### src/rtl/db_pkg.sv
package db_pkg;
  localparam int TT_W   = 2;
  localparam int FT_W   = 4;
  localparam int ID_W   = 8;
  localparam int TID_W  = 8;
  localparam int INFO_W = 16;
  localparam int ST_W   = 4;

  localparam logic [FT_W-1:0] FT_DOORBELL = 4'd10;
  localparam logic [FT_W-1:0] FT_RESPONSE = 4'd13;
  localparam logic [3:0]      TTYPE_PLAIN = 4'd0;

  typedef enum logic [ST_W-1:0] {
    ST_DONE  = 4'b0000,
    ST_RETRY = 4'b0011,
    ST_ERROR = 4'b0111
  } db_status_e;

  typedef struct packed {
    logic [TT_W-1:0]   tt;
    logic [FT_W-1:0]   ftype;
    logic [ID_W-1:0]   dst;
    logic [ID_W-1:0]   src;
    logic [7:0]        rsvd;
    logic [TID_W-1:0]  tid;
    logic [INFO_W-1:0] info;
  } db_req_t;

  typedef struct packed {
    logic [TT_W-1:0]  tt;
    logic [FT_W-1:0]  ftype;
    logic [ID_W-1:0]  dst;
    logic [ID_W-1:0]  src;
    logic [3:0]       ttype;
    logic [ST_W-1:0]  status;
    logic [TID_W-1:0] tid;
  } db_rsp_t;

  typedef struct packed {
    logic [ID_W-1:0]   src;
    logic [INFO_W-1:0] info;
  } db_event_t;

  localparam int REQ_W = $bits(db_req_t);
  localparam int RSP_W = $bits(db_rsp_t);
  localparam int EVT_W = $bits(db_event_t);

  // Address mismatch wins over a full queue.
  function automatic db_status_e pick_status(logic dst_ok, logic q_full);
    if (!dst_ok)     return ST_ERROR;
    else if (q_full) return ST_RETRY;
    else             return ST_DONE;
  endfunction

  function automatic db_rsp_t make_rsp(db_req_t r, logic [ID_W-1:0] own, db_status_e st);
    db_rsp_t o;
    o.tt     = r.tt;
    o.ftype  = FT_RESPONSE;
    o.dst    = r.src;
    o.src    = own;
    o.ttype  = TTYPE_PLAIN;
    o.status = st;
    o.tid    = r.tid;
    return o;
  endfunction
endpackage

### src/rtl/db_decode.sv
module db_decode
  import db_pkg::*;
#(
  parameter logic [ID_W-1:0] OWN_ID = 8'h5A
) (
  input  db_req_t req,
  output logic    is_db,
  output logic    dst_ok
);
  assign is_db  = (req.ftype == FT_DOORBELL);
  assign dst_ok = (req.dst == OWN_ID);
endmodule

### src/rtl/db_rsp_slot.sv
module db_rsp_slot
  import db_pkg::*;
(
  input  logic    clk,
  input  logic    rst_n,
  input  logic    load,
  input  db_rsp_t load_data,
  input  logic    rsp_ready,
  output logic    rsp_valid,
  output db_rsp_t rsp_data
);
  always_ff @(posedge clk) begin
    if (!rst_n) begin
      rsp_valid <= 1'b0;
      rsp_data  <= '0;
    end else if (load) begin
      rsp_valid <= 1'b1;
      rsp_data  <= load_data;
    end else if (rsp_valid && rsp_ready) begin
      rsp_valid <= 1'b0;
    end
  end
endmodule

### src/rtl/db_event_fifo.sv
module db_event_fifo
  import db_pkg::*;
#(
  parameter int DEPTH = 8,
  localparam int PTR_W = (DEPTH > 1) ? $clog2(DEPTH) : 1,
  localparam int LVL_W = $clog2(DEPTH + 1)
) (
  input  logic             clk,
  input  logic             rst_n,
  input  logic             push,
  input  db_event_t        din,
  input  logic             pop,
  output db_event_t        head,
  output logic             full,
  output logic             empty,
  output logic [LVL_W-1:0] level
);
  db_event_t        mem [DEPTH];
  logic [PTR_W-1:0] wr_ptr, rd_ptr;
  logic             do_push, do_pop;

  function automatic logic [PTR_W-1:0] step(logic [PTR_W-1:0] p);
    return (p == PTR_W'(DEPTH - 1)) ? '0 : p + 1'b1;
  endfunction

  assign full    = (level == LVL_W'(DEPTH));
  assign empty   = (level == '0);
  assign do_push = push && !full;
  assign do_pop  = pop && !empty;
  assign head    = mem[rd_ptr];

  always_ff @(posedge clk) begin
    if (do_push) mem[wr_ptr] <= din;
  end

  always_ff @(posedge clk) begin
    if (!rst_n) begin
      wr_ptr <= '0;
      rd_ptr <= '0;
      level  <= '0;
    end else begin
      if (do_push) wr_ptr <= step(wr_ptr);
      if (do_pop)  rd_ptr <= step(rd_ptr);
      case ({do_push, do_pop})
        2'b10:   level <= level + 1'b1;
        2'b01:   level <= level - 1'b1;
        default: level <= level;
      endcase
    end
  end
endmodule

### src/rtl/doorbell_responder.sv
module doorbell_responder
  import db_pkg::*;
#(
  parameter int              DEPTH  = 8,
  parameter logic [ID_W-1:0] OWN_ID = 8'h5A
) (
  input  logic              clk,
  input  logic              rst_n,
  input  logic              req_valid,
  output logic              req_ready,
  input  logic [REQ_W-1:0]  req_hdr,
  output logic              byp_valid,
  input  logic              byp_ready,
  output logic [REQ_W-1:0]  byp_hdr,
  output logic              rsp_valid,
  input  logic              rsp_ready,
  output logic [RSP_W-1:0]  rsp_hdr,
  output logic              q_valid,
  input  logic              q_pop,
  output logic [ID_W-1:0]   q_src,
  output logic [INFO_W-1:0] q_info
);
  localparam int LVL_W = $clog2(DEPTH + 1);

  db_req_t          req_s;
  db_rsp_t          rsp_next, rsp_s;
  db_event_t        ev_in, ev_head;
  db_status_e       status;
  logic             is_db, dst_ok;
  logic             q_full, q_empty;
  logic [LVL_W-1:0] q_level;
  logic             db_fire, q_push;

  assign req_s = db_req_t'(req_hdr);

  db_decode #(.OWN_ID(OWN_ID)) u_decode (
    .req    (req_s),
    .is_db  (is_db),
    .dst_ok (dst_ok)
  );

  // Doorbells wait only on the response slot; other headers on the bypass.
  assign req_ready = is_db ? !rsp_valid : byp_ready;
  assign byp_valid = req_valid && !is_db;
  assign byp_hdr   = req_hdr;

  assign db_fire  = req_valid && req_ready && is_db;
  assign status   = pick_status(dst_ok, q_full);
  assign q_push   = db_fire && (status == ST_DONE);
  assign rsp_next = make_rsp(req_s, OWN_ID, status);
  assign ev_in    = '{src: req_s.src, info: req_s.info};

  db_rsp_slot u_slot (
    .clk       (clk),
    .rst_n     (rst_n),
    .load      (db_fire),
    .load_data (rsp_next),
    .rsp_ready (rsp_ready),
    .rsp_valid (rsp_valid),
    .rsp_data  (rsp_s)
  );
  assign rsp_hdr = rsp_s;

  db_event_fifo #(.DEPTH(DEPTH)) u_fifo (
    .clk   (clk),
    .rst_n (rst_n),
    .push  (q_push),
    .din   (ev_in),
    .pop   (q_pop),
    .head  (ev_head),
    .full  (q_full),
    .empty (q_empty),
    .level (q_level)
  );

  assign q_valid = !q_empty;
  assign q_src   = ev_head.src;
  assign q_info  = ev_head.info;
endmodule

### config.mk
export PLATFORM = sky130hd
export DESIGN_NAME = doorbell_responder
export DESIGN_NICKNAME = d
export VERILOG_FILES = /design/src/rtl/db_pkg.sv /design/src/rtl/db_decode.sv /design/src/rtl/db_rsp_slot.sv /design/src/rtl/db_event_fifo.sv /design/src/rtl/doorbell_responder.sv
export SDC_FILE = /design/constraint.sdc
export NUM_CORES = 1
export LEC_CHECK = 0
export BUFFER_PORTS_ARGS = -buffer_cell sky130_fd_sc_hd__buf_2
export CAP_MARGIN = 20
export CORE_ASPECT_RATIO = 0.9
export CORE_MARGIN = 8
export CORE_UTILIZATION = 40
export CTS_CLUSTER_SIZE = 28
export DETAILED_ROUTE_END_ITERATION = 12
export RECOVER_POWER = 100
export SLEW_MARGIN = 20
export SYNTH_ARGS = -nofsm -noshare
export SYNTH_HDL_FRONTEND = slang
export SYNTH_SLANG_ARGS = --single-unit
### constraint.sdc
create_clock -name clk -period 12.4 [get_ports clk]
set_input_delay 2.48 -clock clk [delete_from_list [all_inputs] [get_ports clk]]
set_output_delay 2.48 -clock clk [all_outputs]
set_load 0.02 [all_outputs]
Yosys cells after proc, flatten, opt, wreduce, memory -nomap -nowiden
Memory sizes are Yosys's and may differ from the RTL's. A register that Yosys moved wholly into a read port is not among the register bits.
Index checks and enable logic that the tools add are counted.
{ "word_totals": {"ff_bits": 35, "ram_bits": 192, "out_inout_bits": 120, "wordCells": 49, "n_memories": 1} }
{ "op_classes": {"addsub": 4, "eq_ne": 7, "n_mux": 12, "n_reduce_logical": 15} }
{ "memory_table": {"columns": ["name", "words", "word_bits", "rd", "rd_clocked_by_memory_dff", "write_ports", "line", "text"], "rows": [
  ["u_fifo.mem", 8, 24, 1, 1, 1, "db_event_fifo.sv:18", "db_event_t mem [DEPTH];"]
]} }
{ "ops": {"columns": ["cell", "n"], "rows": [
  ["$mux W3", 5],
  ["$eq A4 B4 Y1 const B", 2],
  ["$eq A8 B7 Y1 const B", 1],
  ["$logic_not A4 Y1", 2],
  ["$pmux W4 S2", 1],
  ["$logic_and A1 B1 Y1", 7],
  ["$add A3 B1 Y3 const B", 2],
  ["$eq A3 B3 Y1 const B", 2],
  ["$mux W1", 5],
  ["$add A4 B1 Y4 const B", 1],
  ["$logic_not A1 Y1", 4],
  ["$reduce_bool A2 Y1", 2],
  ["$sub A4 B1 Y4 const B", 1],
  ["$eq A2 B1 Y1 const B", 1],
  ["$eq A2 B2 Y1 const B", 1],
  ["$mux W2", 1]
]} }

Longest topological paths before layout
{ "logic_depth": {"depth_word": 8, "depth_mapped": 12, "depth_no_buf": 11} }

By module
From an unflattened synthesis, not the netlist that was laid out.
{ "unflattened": {"cells_unflattened": 550, "hier_area_um2": 9899.5} }
{ "modules_own_cells": {"columns": ["module", "n_inst", "cells_per_inst", "area_per_inst_um2"], "rows": [
  ["db_event_fifo", 1, 355, 7910.1],
  ["db_rsp_slot", 1, 126, 1486.4],
  ["doorbell_responder", 1, 65, 464.2],
  ["db_decode", 1, 4, 38.8]
]} }

Worst setup path before layout
No wires, ideal clock.
{ "synth_path": {"path_type": "input-to-reg", "start": "input req_hdr[48]", "end": "memory u_fifo.mem[0][0] (netlist bit), enable pin", "arrival_ns": 6.013, "required_time_ns": 11.934, "slack_ns": 5.921, "cell_stages": 5, "path_cell_list": "nand4bb_4 -> or3b_4 -> nor4b_4 -> inv_4 -> nor4_1"} }
{ "synth_via": {"elab_chain_len": 8} }
{ "synth_lines": {"columns": ["element", "line", "text"], "rows": [
  ["start: declaration", "doorbell_responder.sv:11", "input logic [REQ_W-1:0] req_hdr,"],
  ["$eq A4 B4 Y1 *", "db_decode.sv:10", "assign is_db = (req.ftype == FT_DOORBELL);"],
  ["$mux W1", "doorbell_responder.sv:43", "assign req_ready = is_db ? !rsp_valid : byp_ready;"],
  ["$logic_and A1 B1 Y1", "doorbell_responder.sv:47", "assign db_fire = req_valid && req_ready && is_db;"],
  ["$logic_and A1 B1 Y1 *", "doorbell_responder.sv:47", null],
  ["$logic_and A1 B1 Y1 *", "doorbell_responder.sv:49", "assign q_push = db_fire && (status == ST_DONE);"],
  ["$logic_and A1 B1 Y1 *", "db_event_fifo.sv:28", "assign do_push = push && !full;"],
  ["$mux W1 *", "db_event_fifo.sv:33", "if (do_push) mem[wr_ptr] <= din;"],
  ["$mux W1 (implied by the code) *", "db_event_fifo.sv:33", null],
  ["end: declaration", "db_event_fifo.sv:18", null]
]} }
Every way passes the cells marked *; elsewhere a longest branch is shown, timed or not.

Worst setup path after layout
{ "layout_path": {"start": "input req_hdr[48]", "end": "memory u_fifo.mem[5][12] (netlist bit), enable pin"} }
Same word-level chain as after synthesis.

==> results.ini <==
[detailed_routing]
routed_wire_length_per_instance_um = 20.3
drt-vias-per-instance = 5.08
first_pass_iters = 4
drc = 0
route.final.wire_length_um = 19400
vias_after_detailed_routing = 4839
final_antenna_net_count = 0
detailedRoute.firstIterationViolations = 251

[layout]
layout.cells.most_common_list = 192 x edfxtp_1, 142 x clkbuf_1, 51 x nand2_1
drive_above_1_share_pct = 21.4
layout.cells.non_filler = 952
final_core_area_utilization_pct = 45.5
design.final.nets = 701
antenna_cells = 0
synthToLayoutAreaGrowth_pct = 13.0
layout.cells.most_common = edfxtp_1
finish.instance_area_mm2 = 0.0105

[min_path]
min_from = u_slot.rsp_data[1]
timing.hold.worst_path_depth = 2
worstHoldEndpoint = u_slot.rsp_data[1]
worstHoldPathType = flop to flop

[sta]
final.period_utilization_pct = 67.7
setup_tns_ns = 0
worst_pin_slew_ns = 3.21
final-hold-violation-count = 0
finalCriticalPeriod_ns = 8.40
finalSetupViolCount = 0
final_clock_skew_ns = 0.0109
maxSlewHeadroom_pct = -117
achievable-frequency_mhz = 119
grt_setup_unrepaired = false
timing_max_transition_violations_final = 125

[synth]
register_bit_total_from_synthesis = 227
synth-async-reset-ratio_pct = 0
yosys_most_used_dff = edfxtp_1
synth_top_area_cell = edfxtp_1
syn_area_mm2 = 0.00932
synth-warning-count = 0
netlist_instances = 525
synth.lib_cells_used.distinct = 39
netlist_top_cells_area = edfxtp_1 62%, mux4_2 12%, dfxtp_1 7.5%
synth.avg_cell_area_um2 = 17.8
yosysTopAreaCellShare_pct = 61.8
synth_sequential_area_ratio_pct = 69.4
synth-edff-count = 192

[worst_setup_path]
r2r-end = u_fifo.mem[5][12]
beginning_of_the_worst_register_to_register_path = u_slot.rsp_valid
start_kind = input pin
timing.critical_path.required_ns = 12.58
worstSetupEndpointType = flop
r2r_slack_ns = 6.12
timing.reg2reg.worst_path_depth = 5
worstSetupPathType = input pin to flop
worst-path-max-fanout = 20
worstPathArrival_ns = 8.58

[cts]
ctsRootBufferMaster = clkbuf_16
clk_latency_ns = 0.50
post_cts.resized_instances = 0
max-clock-path-buffers = 3
cts.repair_timing.setup_buffer_count = 0
cts_buffers = 23
tritoncts_clock_tree = done
cts_sinks = 227
cts_htree_levels = 1
clkTransAtPathRegs_ns = 0.06
post_cts_hold_buffer_count = 0

[die]
fp.dieArea_mm2 = 0.0285
pin_count = 180
die_w_um = 177
design.core.area_mm2 = 0.0231
die_y_um = 161
floorplan.initialDensity_pct = 40.3
core.rowCount = 53

[power_and_ir_drop]
static-leakage-power_nw = 3.29
power.ir.vdd_worst_uv = 90.4
powerDensity_mw_per_mm2 = 150

[grt]
grt_first_pass_wirelength_um = 30200
overflow = 0
antenna_found_initial = 0
via_count_of_the_first_global_routing_pass = 5438
total_routing_usage_reported_by_global_routing_pct = 13.6
grt_max_degree = 49

[place]
gp_routability_congestion = 0.728
dpl-instance-area_mm2 = 0.0101
placedCellCount = 910
hpwl_um = 12300
port-buffer-count = 153

[outcome]
status = finished, violations left
violations = max-capacitance violations, max-slew violations

[job]
timing.max_cap.violations = 5

-- cell families after synthesis --
kind of cell    Yosys count  share of synthesized area, %
compound gates           32                          2.43
simple gates             81                          5.02
mux                      78                          15.1
flops                   227                          69.4
other cells               1                        0.0402
xor+xnor                  3                         0.282
buf+inv                  96                          6.80
fa+ha+maj                 7                         0.939
-- area by class of cell --
class / count / area [µm²]
clock buffers: 30 / 622
clock inverters: 11 / 151
fillers: 2058 / 12600
inverters: 3 / 12.5
multi-input cells: 211 / 2200
flip-flops and latches: 227 / 6470
well taps: 302 / 378
repair buffers: 168 / 697
-- metrics by stage --
| step | setup slack [ns] | power (mW) | hold slack [ns] |
|---|---|---|---|
| after floorplan | 5.92 | 0.883 | 0.450 |
| after global placement | 6.66 | 0.893 | 0.451 |
| after detailed placement | 6.57 | 0.894 | 0.458 |
| after CTS | 6.66 | 1.60 | 0.466 |
| after global routing | 3.40 | 1.62 | 0.505 |
| final | 4.00 | 1.58 | 0.470 |
-- flip-flops by register name (all words and copies together), names as in the netlist, named ones only --
register	flops
u_slot.rsp_data	21
u_fifo.mem	192
u_fifo.wr_ptr	3
u_fifo.level	4
u_slot.rsp_valid	1
u_fifo.rd_ptr	3
-- critical path: stages --
cell and delay [ns]:
buf_2 0.11, nand4bb_1 0.30, or3b_1 0.71, nor4b_1 1.08, clkinvlp_2 0.72, nor4b_1 2.61
buf_4 0.55
-- routing by layer --
layer / GRT usage (%) / routed length (µm)
met5: 0 / 0
met4: 3.47 / 420
met3: 3.07 / 1260
met2: 22.5 / 9130
met1: 17.7 / 8560
-- how the worst max path moves through the flow --
stage / startpoint / to
5_1_grt: req_hdr[48] / u_fifo.mem[5][14]
3_5_place_dp: req_hdr[48] / u_fifo.mem[5][11]
2_1_floorplan: req_hdr[48] / u_fifo.mem[0][0]
4_1_cts: req_hdr[48] / req_ready
6_report: req_hdr[48] / u_fifo.mem[5][12]
3_3_place_gp: req_hdr[48] / u_fifo.mem[5][20]
-- synthesized netlist by cell type, drive strengths merged (2+ instances only) --
master,number
nor4,2
and2,2
o21ai,4
mux2,24
a21boi,23
ha,7
xor2,2
nand2,51
nor3,3
mux2i,6
buf,78
or4bb,2
mux4,48
a21oi,2
dfxtp,35
edfxtp,192
nand3,2
inv,3
nor4bb,2
clkbuf,15
nor2,2
or3,2
nand2b,2
nor4b,5
-- where the power goes --
group	internal [mW]	total (mW)	switching, mW
registers	0.827	0.828	0.000711
clock network	0.435	0.703	0.268
logic	0.0108	0.0455	0.0347
total	1.27	1.58	0.304
No activity file was read; power rests on OpenSTA's default activity.
